$ cat config.mk
export PLATFORM = sky130hd
export DESIGN_NAME = perf_mon_unit
export DESIGN_NICKNAME = d
export VERILOG_FILES = /design/src/rtl/pmu_pkg.sv /design/src/rtl/pmu_ctrl.sv /design/src/rtl/pmu_datapath.sv /design/src/rtl/perf_mon_unit.sv
export SDC_FILE = /design/constraint.sdc
export NUM_CORES = 1
export LEC_CHECK = 0
export BUFFER_PORTS_ARGS = -buffer_cell sky130_fd_sc_hd__buf_2
export CAP_MARGIN = 20
export CORE_UTILIZATION = 30
export CTS_CLUSTER_DIAMETER = 50
export DETAILED_ROUTE_END_ITERATION = 10
export SKIP_CTS_REPAIR_TIMING = 1
export SYNTH_ARGS = -nofsm -noshare
export SYNTH_HDL_FRONTEND = slang
export SYNTH_HIERARCHICAL = 1
export SYNTH_SLANG_ARGS = --single-unit
$ cat constraint.sdc
create_clock -name clk -period 3.8 [get_ports clk]
set_input_delay 0 -clock clk [delete_from_list [all_inputs] [get_ports clk]]
set_output_delay 0 -clock clk [all_outputs]
set_load 0.005 [all_outputs]
$ cat src/rtl/pmu_pkg.sv
package pmu_pkg;
  localparam int IDX_CYC = 0;
  localparam int IDX_EV0 = 1;
  localparam int IDX_EV1 = 2;
  localparam int NCNT    = 3;

  localparam logic [2:0] ADDR_CTRL = 3'd0;
  localparam logic [2:0] ADDR_STAT = 3'd1;
  localparam logic [2:0] ADDR_CYC  = 3'd2;

  // control bit positions
  localparam int B_EN   = 0;
  localparam int B_MODE = 1;
  localparam int B_DIV  = 2;

  typedef struct packed {
    logic                cycStep;
    logic                ev1Step;
    logic [NCNT-1:0]     wr;
    logic [NCNT-1:0]     clr;
  } pmuStrobe_t;
endpackage

$ cat src/rtl/pmu_ctrl.sv
module pmu_ctrl
  import pmu_pkg::*;
#(
  parameter int CW   = 5,
  parameter int DIVW = 6
) (
  input  logic            clk,
  input  logic            rstN,
  input  logic            regWr,
  input  logic [2:0]      regAddr,
  input  logic [8:0]      wdataLo,   // {clear pulses[2:0], control[5:0]}
  input  logic            instExec,
  input  logic            itlbWalk,
  input  logic            itlbOn,
  input  logic [CW-1:0]   dataAccCnt,
  input  logic            dtlbWalk,
  input  logic            dtlbOn,
  input  logic [NCNT-1:0] ovfPulse,
  output pmuStrobe_t      strobe,
  output logic [CW-1:0]   ev0Amt,
  output logic [5:0]      ctrlView,
  output logic [NCNT-1:0] flags,
  output logic            irq
);
  logic [5:0]      ctrlReg;
  logic [DIVW-1:0] pre;
  logic            ctrlWrite;
  logic [NCNT-1:0] statClr;
  logic            en;
  logic            mode;

  assign en        = ctrlReg[B_EN];
  assign mode      = ctrlReg[B_MODE];
  assign ctrlWrite = regWr && (regAddr == ADDR_CTRL);
  assign statClr   = (regWr && regAddr == ADDR_STAT) ? wdataLo[NCNT-1:0] : '0;
  assign ctrlView  = ctrlReg;

  always_comb begin
    strobe = '0;
    for (int k = 0; k < NCNT; k++) begin
      strobe.clr[k] = ctrlWrite && wdataLo[6+k];
      strobe.wr[k]  = regWr && (regAddr == ADDR_CYC + 3'(k));
    end
    strobe.cycStep = en && (!ctrlReg[B_DIV] || (&pre));
    strobe.ev1Step = en && (mode ? (dtlbWalk && dtlbOn) : (itlbWalk && itlbOn));
    ev0Amt = !en ? '0 : (mode ? dataAccCnt : {{(CW-1){1'b0}}, instExec});
  end

  always_ff @(posedge clk) begin
    if (!rstN) begin
      ctrlReg <= '0;
      pre     <= '0;
      flags   <= '0;
    end else begin
      if (ctrlWrite) ctrlReg <= wdataLo[5:0];
      if (strobe.clr[IDX_CYC]) pre <= '0;
      else if (en)             pre <= pre + 1'b1;
      flags <= (flags & ~statClr) | ovfPulse;
    end
  end

  assign irq = |(flags & ctrlReg[5:3]);

  for (genvar k = 0; k < NCNT; k++) begin : g_chk
    a_r8_flag_sets: assert property (@(posedge clk) disable iff (!rstN)
      ovfPulse[k] |=> flags[k]);
    a_r11_no_flag_on_write: assert property (@(posedge clk) disable iff (!rstN)
      (strobe.wr[k] && !flags[k]) |=> !flags[k]);
    a_r9_irq_raise: assert property (@(posedge clk) disable iff (!rstN)
      (ovfPulse[k] && ctrlReg[3+k] && !ctrlWrite) |=> irq);
  end
endmodule

$ cat src/rtl/pmu_datapath.sv
module pmu_datapath
  import pmu_pkg::*;
#(
  parameter int W  = 32,
  parameter int CW = 5
) (
  input  logic                   clk,
  input  logic                   rstN,
  input  pmuStrobe_t             strobe,
  input  logic [CW-1:0]          ev0Amt,
  input  logic [W-1:0]           wdata,
  output logic [NCNT-1:0][W-1:0] cntAll,
  output logic [NCNT-1:0]        ovfPulse
);
  for (genvar k = 0; k < NCNT; k++) begin : g_cnt
    logic [W-1:0] amt;
    logic [W:0]   sum;
    if (k == IDX_EV0) begin : g_multi
      assign amt = {{(W-CW){1'b0}}, ev0Amt};
    end else if (k == IDX_CYC) begin : g_cyc
      assign amt = {{(W-1){1'b0}}, strobe.cycStep};
    end else begin : g_walk
      assign amt = {{(W-1){1'b0}}, strobe.ev1Step};
    end

    assign sum = {1'b0, cntAll[k]} + {1'b0, amt};
    assign ovfPulse[k] = sum[W] && !strobe.clr[k] && !strobe.wr[k];

    always_ff @(posedge clk) begin
      if (!rstN)              cntAll[k] <= '0;
      else if (strobe.clr[k]) cntAll[k] <= '0;
      else if (strobe.wr[k])  cntAll[k] <= wdata;
      else                    cntAll[k] <= sum[W-1:0];
    end

    a_r10_clear_zero: assert property (@(posedge clk) disable iff (!rstN)
      strobe.clr[k] |=> (cntAll[k] == '0));
    a_r11_write_wins: assert property (@(posedge clk) disable iff (!rstN)
      (strobe.wr[k] && !strobe.clr[k]) |=> (cntAll[k] == $past(wdata)));
  end
endmodule

$ cat src/rtl/perf_mon_unit.sv
module perf_mon_unit
  import pmu_pkg::*;
#(
  parameter int W    = 32,
  parameter int CW   = 5,
  parameter int DIVW = 6
) (
  input  logic          clk,
  input  logic          rstN,
  input  logic          regWr,
  input  logic [2:0]    regAddr,
  input  logic [W-1:0]  regWdata,
  output logic [W-1:0]  regRdata,
  input  logic          instExec,
  input  logic          itlbWalk,
  input  logic          itlbOn,
  input  logic [CW-1:0] dataAccCnt,
  input  logic          dtlbWalk,
  input  logic          dtlbOn,
  output logic          irq
);
  pmuStrobe_t             strobe;
  logic [CW-1:0]          ev0Amt;
  logic [5:0]             ctrlView;
  logic [NCNT-1:0]        flags;
  logic [NCNT-1:0]        ovfPulse;
  logic [NCNT-1:0][W-1:0] cntAll;

  pmu_ctrl #(.CW(CW), .DIVW(DIVW)) u_ctrl (
    .clk(clk), .rstN(rstN), .regWr(regWr), .regAddr(regAddr),
    .wdataLo({regWdata[10:8], regWdata[5:0]}),
    .instExec(instExec), .itlbWalk(itlbWalk), .itlbOn(itlbOn),
    .dataAccCnt(dataAccCnt), .dtlbWalk(dtlbWalk), .dtlbOn(dtlbOn),
    .ovfPulse(ovfPulse), .strobe(strobe), .ev0Amt(ev0Amt),
    .ctrlView(ctrlView), .flags(flags), .irq(irq)
  );

  pmu_datapath #(.W(W), .CW(CW)) u_dp (
    .clk(clk), .rstN(rstN), .strobe(strobe), .ev0Amt(ev0Amt),
    .wdata(regWdata), .cntAll(cntAll), .ovfPulse(ovfPulse)
  );

  always_comb begin
    regRdata = '0;
    case (regAddr)
      3'd0:    regRdata = {{(W-6){1'b0}}, ctrlView};
      3'd1:    regRdata = {{(W-NCNT){1'b0}}, flags};
      3'd2:    regRdata = cntAll[IDX_CYC];
      3'd3:    regRdata = cntAll[IDX_EV0];
      3'd4:    regRdata = cntAll[IDX_EV1];
      default: regRdata = '0;
    endcase
  end

  a_r2_hold_when_off: assert property (@(posedge clk) disable iff (!rstN)
    (!ctrlView[B_EN] && !regWr) |=> $stable(cntAll));
  a_r3_cycle_step: assert property (@(posedge clk) disable iff (!rstN)
    (ctrlView[B_EN] && !ctrlView[B_DIV] &&
     !(regWr && (regAddr == 3'd2 || (regAddr == 3'd0 && regWdata[8]))))
    |=> (cntAll[IDX_CYC] == $past(cntAll[IDX_CYC]) + 1'b1));
  a_r7_itlb_frozen: assert property (@(posedge clk) disable iff (!rstN)
    (!ctrlView[B_MODE] && !itlbOn &&
     !(regWr && (regAddr == 3'd4 || (regAddr == 3'd0 && regWdata[10]))))
    |=> $stable(cntAll[IDX_EV1]));
  a_r7_dtlb_frozen: assert property (@(posedge clk) disable iff (!rstN)
    (ctrlView[B_MODE] && !dtlbOn &&
     !(regWr && (regAddr == 3'd4 || (regAddr == 3'd0 && regWdata[10]))))
    |=> $stable(cntAll[IDX_EV1]));
endmodule

==> results.cfg, run 1 <==
[final_layout]
antenna-diode-count = 0
area_growth_pct = 16.4
register_area_sq_um = 2220
final_cell_area_sq_um = 7980
fillCellCount = 2267
multi_input_area_sq_um = 4340
fin_nets = 977
fraction_of_final_layout_cells_sized_beyond_drive_strength_1 = 0.163

[detailed_routing]
drt_pre_antenna_iters = 5
via_per_inst = 5.33
vias = 6403
drtIter0Drc = 492
ant_nets = 0
drc_errors = 0
wire_per_inst_microns = 17.8
route.final.wire_length_microns = 21400

[die]
io_pins = 81
core_sq_um = 22100
die_h_microns = 153
start_util = 0.311
dieArea_sq_um = 23500
dieWidth_microns = 153
floorplan.rows = 54

[clock_network]
clk_latency_ps = 360
cts.htree.levels = 3
clock-root-buffer = sky130_fd_sc_hd__clkbuf_16
clk_pin_slew_ps = 80
cts_num_sinks = 111
cts_tree = yes
cts_buffer_depth = 2
cts_inserted_buffers = 9

[sta]
timing.max_slew.rel_slack = 0.405
layout_min_cycle_time_ps = 2920
grt_setup_unrepaired = no
setup_total_negative_slack_ps = 0
worstMarginPinSlew_ps = 892
timing.final.hold_violations = 19
clock-skew-final_ps = 11.7
final-setup-viol-count = 0
finalWorstSetupSlack_ps = 877
fin_crit_sh = 0.769
whs_ps = -25.8
slew_viol_final = 0
maxClockFrequency_mhz = 342

[logic_synthesis]
synth_area_per_cell_sq_um = 8.13
async_flop_share = 0
yosys_register_bits = 111
synthMostInstantiatedCell = sky130_fd_sc_hd__dfxtp_1
synth_top_flop_cell = sky130_fd_sc_hd__dfxtp_1
area_of_the_mapped_netlist_sq_um = 6860
synth_top_cells_by_area = sky130_fd_sc_hd__dfxtp_1 (32%), sky130_fd_sc_hd__xor2_1 (7.3%), sky130_fd_sc_hd__o21ai_0 (6.7%)
syn_nets = 903
synth_largest_area_cell = sky130_fd_sc_hd__dfxtp_1
number_of_enable_flip_flop_cells_after_synthesis = 0
yosys_warnings = 6
synth_top_cells_by_count = sky130_fd_sc_hd__dfxtp_1 (111), sky130_fd_sc_hd__o21ai_0 (92), sky130_fd_sc_hd__nand2_1 (76), sky130_fd_sc_hd__a21oi_1 (72), sky130_fd_sc_hd__xor2_1 (57)
syn_inst = 844
synth-seq-area-share = 0.324
yosysTopAreaCellShare = 0.324
netlist-cell-type-count = 59

[job]
maxCapViolations = 0

[status]
run_status = finished, violations left
failed_checks = hold timing

[worst_setup_path]
critical_path.cell_chain = ha_1 > and3_1 > nand3_1 > a21boi_0 > ha_1 > ha_1 > nand2_1 > nor3_4 > nand4_1 > or3_1 > a31oi_1
end_kind = flop
critical_path.startpoint_type = flop
cp.arrival_ps = 3210
timing.critical_path.slowest_stage_cell = sky130_fd_sc_hd__or3_1
worst-path-max-fanout = 7
r2r_setup_slack_ps = 880
worstPathRequired_ps = 4090
worstSetupPathType = flop to flop
cp_common_cell = sky130_fd_sc_hd__ha_1
critical_path.n_buffers_inverters = 0
timing.critical_path.max_delay_family = simple AND/OR/NAND/NOR gates
critPathMaxStageDelay_ps = 400

[power_and_ir_drop]
total_leakage_power_nw = 2.98
vdd_ir_drop_max_v = 0.000184
power_density_nw_per_um2 = 324

[grt]
global_route.overflow_total = 0
grt_usage = 0.185
first_pass_grt_wire_length_microns = 34100
antenna_found_initial = 2
pin_count_of_the_biggest_net_entering_global_routing = 42
first_global_vias = 6025

[place]
finalWeightedCongestion = 0.874
pre_cts_slack_ps = 906
buffer_ports.inserted = 80
dpl_cell_area_sq_um = 7490
place_hpwl_microns = 15800

[min_path]
hold_path_class = input port to flop
==> registers in the layout, summed over array words and instances, names as in the netlist <==
| register | flops |
|---|---|
| u_dp/cntAll | 96 |
| u_ctrl/flags | 3 |
| u_ctrl/ctrlView | 6 |
| u_ctrl/pre | 6 |
==> worst register-to-register path: stages (launching register included) <==
cell and delay (ps):
sky130_fd_sc_hd__dfxtp_1 370, sky130_fd_sc_hd__ha_1 190, sky130_fd_sc_hd__and3_1 160, sky130_fd_sc_hd__nand3_1 70, sky130_fd_sc_hd__a21boi_0 220, sky130_fd_sc_hd__ha_1 210, sky130_fd_sc_hd__ha_1 220, sky130_fd_sc_hd__nand2_1 150
sky130_fd_sc_hd__nor3_4 350, sky130_fd_sc_hd__nand4_1 340, sky130_fd_sc_hd__or3_1 400, sky130_fd_sc_hd__a31oi_1 170
==> cell families (layout without fill, tap and decap cells) <==
family / after synthesis / after routing / synth area share
muxes: 48 / 48 / 0.0706
AOI/OAI and AO/OA: 231 / 231 / 0.199
buffers and inverters: 65 / 143 / 0.0456
adders and majority gates: 11 / 11 / 0.0212
xor gates and xnor gates: 85 / 85 / 0.108
DFF: 111 / 111 / 0.324
and+or+nand+nor: 293 / 293 / 0.232
==> layout by cell type (no fill, tap or decap), types with 4 or more instances in the layout <==
cell | netlist | routed
sky130_fd_sc_hd__a21boi_0 | 7 | 7
sky130_fd_sc_hd__a21oi_1 | 72 | 72
sky130_fd_sc_hd__a31oi_1 | 10 | 10
sky130_fd_sc_hd__and2_1 | 8 | 8
sky130_fd_sc_hd__and3_1 | 17 | 17
sky130_fd_sc_hd__and4_1 | 8 | 8
sky130_fd_sc_hd__buf_2 | 2 | 80
sky130_fd_sc_hd__buf_4 | 2 | 16
sky130_fd_sc_hd__clkbuf_16 | 0 | 9
sky130_fd_sc_hd__dfxtp_1 | 111 | 111
sky130_fd_sc_hd__dlygate4sd3_1 | 0 | 14
sky130_fd_sc_hd__ha_1 | 10 | 10
sky130_fd_sc_hd__inv_1 | 17 | 17
sky130_fd_sc_hd__mux2i_1 | 45 | 45
sky130_fd_sc_hd__nand2_1 | 76 | 76
sky130_fd_sc_hd__nand2b_1 | 4 | 4
sky130_fd_sc_hd__nand3_1 | 51 | 51
sky130_fd_sc_hd__nand4_1 | 25 | 25
sky130_fd_sc_hd__nor2_1 | 45 | 45
sky130_fd_sc_hd__nor2b_1 | 6 | 6
sky130_fd_sc_hd__nor3_1 | 14 | 13
sky130_fd_sc_hd__nor3b_1 | 5 | 4
sky130_fd_sc_hd__nor4_1 | 6 | 6
sky130_fd_sc_hd__o2111ai_1 | 5 | 5
sky130_fd_sc_hd__o21ai_0 | 92 | 92
sky130_fd_sc_hd__o21ai_2 | 20 | 20
sky130_fd_sc_hd__o31ai_1 | 4 | 4
sky130_fd_sc_hd__or3_1 | 11 | 11
sky130_fd_sc_hd__xnor2_1 | 28 | 28
sky130_fd_sc_hd__xor2_1 | 57 | 57
==> final timing paths <==
check | start | endpoint | cells past startpoint
hold / removal | regWdata[27] | u_dp/cntAll[27] | 3
setup reg to reg | u_ctrl/pre[0] | u_dp/cntAll[30] | 11
hold reg to reg | u_ctrl/pre[5] | u_ctrl/pre[5] | 2
setup / recovery | u_ctrl/pre[0] | u_dp/cntAll[30] | 11
==> metal layers <==
metal  share of wire  wire length (microns)  up-vias  GRT usage
met5               0                      0        -          0
met4           0.020                    429        0     0.0678
met3           0.054                   1160       26     0.0247
met2            0.45                   9630      174      0.287
met1            0.48                  10200     3009      0.260
li1                -                      -     3194          -
==> power breakdown <==
| group | leakage (nW) | switching [W] | internal [W] |
|---|---|---|---|
| sequential | 0.900 | 0.0000426 | 0.00120 |
| clock | 0.159 | 0.000451 | 0.000644 |
| combinational | 1.92 | 0.000152 | 0.000101 |
| total | 2.98 | 0.000646 | 0.00194 |
==> cell type report <==
class                      instances  share of cell area
multi-input combinational        668               0.543
sequential                       111               0.278
timing repair buffer             111              0.0846
tap                              280              0.0439
clock buffer                      10              0.0287
clock inverter                     5              0.0133
inverter                          17             0.00799
==> stage by stage <==
step           hold WS (ps)  power, W  std cells   util
2_1_floorplan           100   0.00140        844      -
3_3_place_gp            277   0.00150       1172  0.339
3_5_place_dp            277   0.00150       1172  0.339
4_1_cts               -99.3   0.00259       1187  0.354
5_1_grt                3.30   0.00268       1202  0.361
6_report              -25.8   0.00259       1202  0.361
Power figures use the tool's default switching activity.
==> run 2: changes to the inputs <==
clock period = 2.65 ns   (was 3.8 ns; I/O delays follow)
==> run 2 against run 1 <==
Compared with the run above: the flow still finishes with violations (hold timing); clock-buffer cell count up 1; combinational power up 50%; sequential share of layout area down 1.0 points; via count up 3.6%; critical path depth down 1; sequential cell count unchanged; clock skew down 2.0 ps; critical endpoint is now u_dp/cntAll[13]; register-to-register slack worse by 650 ps.
==> results.cfg, run 2 (synthesis results as in run 1) <==
[clock_network]
clock-root-buffer = sky130_fd_sc_hd__clkbuf_16
cts_buffer_depth = 2
cts.htree.levels = 3
clk_pin_slew_ps = 80
cts_inserted_buffers = 9
cts_tree = yes
cts_num_sinks = 111
clk_latency_ps = 360

[die]
start_util = 0.311
core_sq_um = 22100
die_h_microns = 153
dieWidth_microns = 153
dieArea_sq_um = 23500
floorplan.rows = 54
io_pins = 81

[worst_setup_path]
startpoint = u_ctrl/pre[0]
worstSetupPathType = flop to flop
cp.arrival_ps = 2710
cp-endpoint = u_dp/cntAll[13]
worst-path-max-fanout = 6
r2r_setup_slack_ps = 230
r2r_cells = 10
critical_path.startpoint_type = flop
end_kind = flop
r2r_start = u_ctrl/pre[0]
worstPathRequired_ps = 2940
regToRegEndpoint = u_dp/cntAll[13]

[detailed_routing]
drc_errors = 0
drtIter0Drc = 539
wire_per_inst_microns = 17.6
drt_pre_antenna_iters = 5
ant_nets = 0
via_per_inst = 5.37
vias = 6634
route.final.wire_length_microns = 21700

[status]
run_status = finished, violations left
failed_checks = hold timing

[grt]
groute.layer.met2.usage = 0.301
global_route.overflow_total = 0
grt_use_met3 = 0.0301
grt_usage = 0.187
antenna_found_initial = 3
first_global_vias = 6095
grt.busiest_layer = met2
first_pass_grt_wire_length_microns = 34200
pin_count_of_the_biggest_net_entering_global_routing = 42
grt_use_met1 = 0.253

[final_layout]
final_instance_count_without_filler_cells = 1235
final_common_cell = sky130_fd_sc_hd__dfxtp_1
area_growth_pct = 20.8
fin_nets = 1008
largest-register = u_dp/cntAll
layout.core_utilization = 0.375
largest_reg_flops = 96
fraction_of_final_layout_cells_sized_beyond_drive_strength_1 = 0.196
multi_input_area_sq_um = 4400
register_area_sq_um = 2220
most-common-layout-cells = sky130_fd_sc_hd__dfxtp_1 (110), sky130_fd_sc_hd__o21ai_0 (91), sky130_fd_sc_hd__buf_2 (80)
fillCellCount = 2233
final_cell_area_sq_um = 8290

[sta]
timing.max_slew.rel_slack = 0.487
grt_setup_unrepaired = no
layout_min_cycle_time_ps = 2420
finalWorstSetupSlack_ps = 231
maxClockFrequency_mhz = 413
clock-skew-final_ps = 9.63
whs_ps = -32.9
fin_crit_sh = 0.913
worstMarginPinSlew_ps = 760
slew_viol_final = 0
timing.final.hold_violations = 7
final-setup-viol-count = 0

[place]
numPlacedInstances = 1197
dpl_cell_area_sq_um = 7690
finalWeightedCongestion = 0.840
buffer_ports.inserted = 80
place_hpwl_microns = 16400
pre_cts_slack_ps = -56.5

[min_path]
worstHoldStart = regWdata[24]
hold_path_class = input port to flop

[power_and_ir_drop]
total_leakage_power_nw = 3.17
power_density_nw_per_um2 = 438
vdd_ir_drop_max_v = 0.000275

[job]
maxCapViolations = 0
## run 2: area by class of cell
class / count / area share
clock inverter: 5 / 0.00770
inverter: 17 / 0.00770
timing repair buffer: 142 / 0.113
sequential: 111 / 0.268
clock buffer: 11 / 0.0305
antenna: 1 / 0.000302
tap: 280 / 0.0423
multi-input combinational: 668 / 0.531
## run 2: worst max-delay path: stages (launching register included)
cell	delay [ps]
sky130_fd_sc_hd__dfxtp_1	340
sky130_fd_sc_hd__ha_1	160
sky130_fd_sc_hd__and3_1	150
sky130_fd_sc_hd__nand3_1	90
sky130_fd_sc_hd__a21boi_2	160
sky130_fd_sc_hd__ha_2	210
sky130_fd_sc_hd__nand3_1	100
sky130_fd_sc_hd__or3_1	440
sky130_fd_sc_hd__or3_1	400
sky130_fd_sc_hd__xor2_1	150
sky130_fd_sc_hd__a21oi_1	140
## run 2: worst min-delay path by stage
stage                     cells past startpoint  slack [ps]               to
after floorplan                               1         100  u_ctrl/flags[0]
after global placement                        3         280  u_dp/cntAll[31]
after detailed placement                      3         280  u_dp/cntAll[31]
after CTS                                     3         -90  u_dp/cntAll[31]
after global routing                          3           2  u_dp/cntAll[24]
final                                         3         -30  u_dp/cntAll[24]
## run 2: per-layer routing
metal  vias up  share of wire
met4         2          0.018
li1       3256              -
met3        31          0.067
met2       211           0.46
met1      3134           0.45
met5         -        0.00060
## run 2: through the flow
stage          total power [W]  TNS, ps
2_1_floorplan          0.00201        0
3_3_place_gp           0.00216        0
3_5_place_dp           0.00217     -105
4_1_cts                0.00363     -325
5_1_grt                0.00377        0
6_report               0.00363        0
## run 2: power by group
part | leakage [nW] | internal [W] | switching, W
logic | 2.12 | 0.000158 | 0.000223
registers | 0.901 | 0.00171 | 0.0000606
clock network | 0.158 | 0.000797 | 0.000675
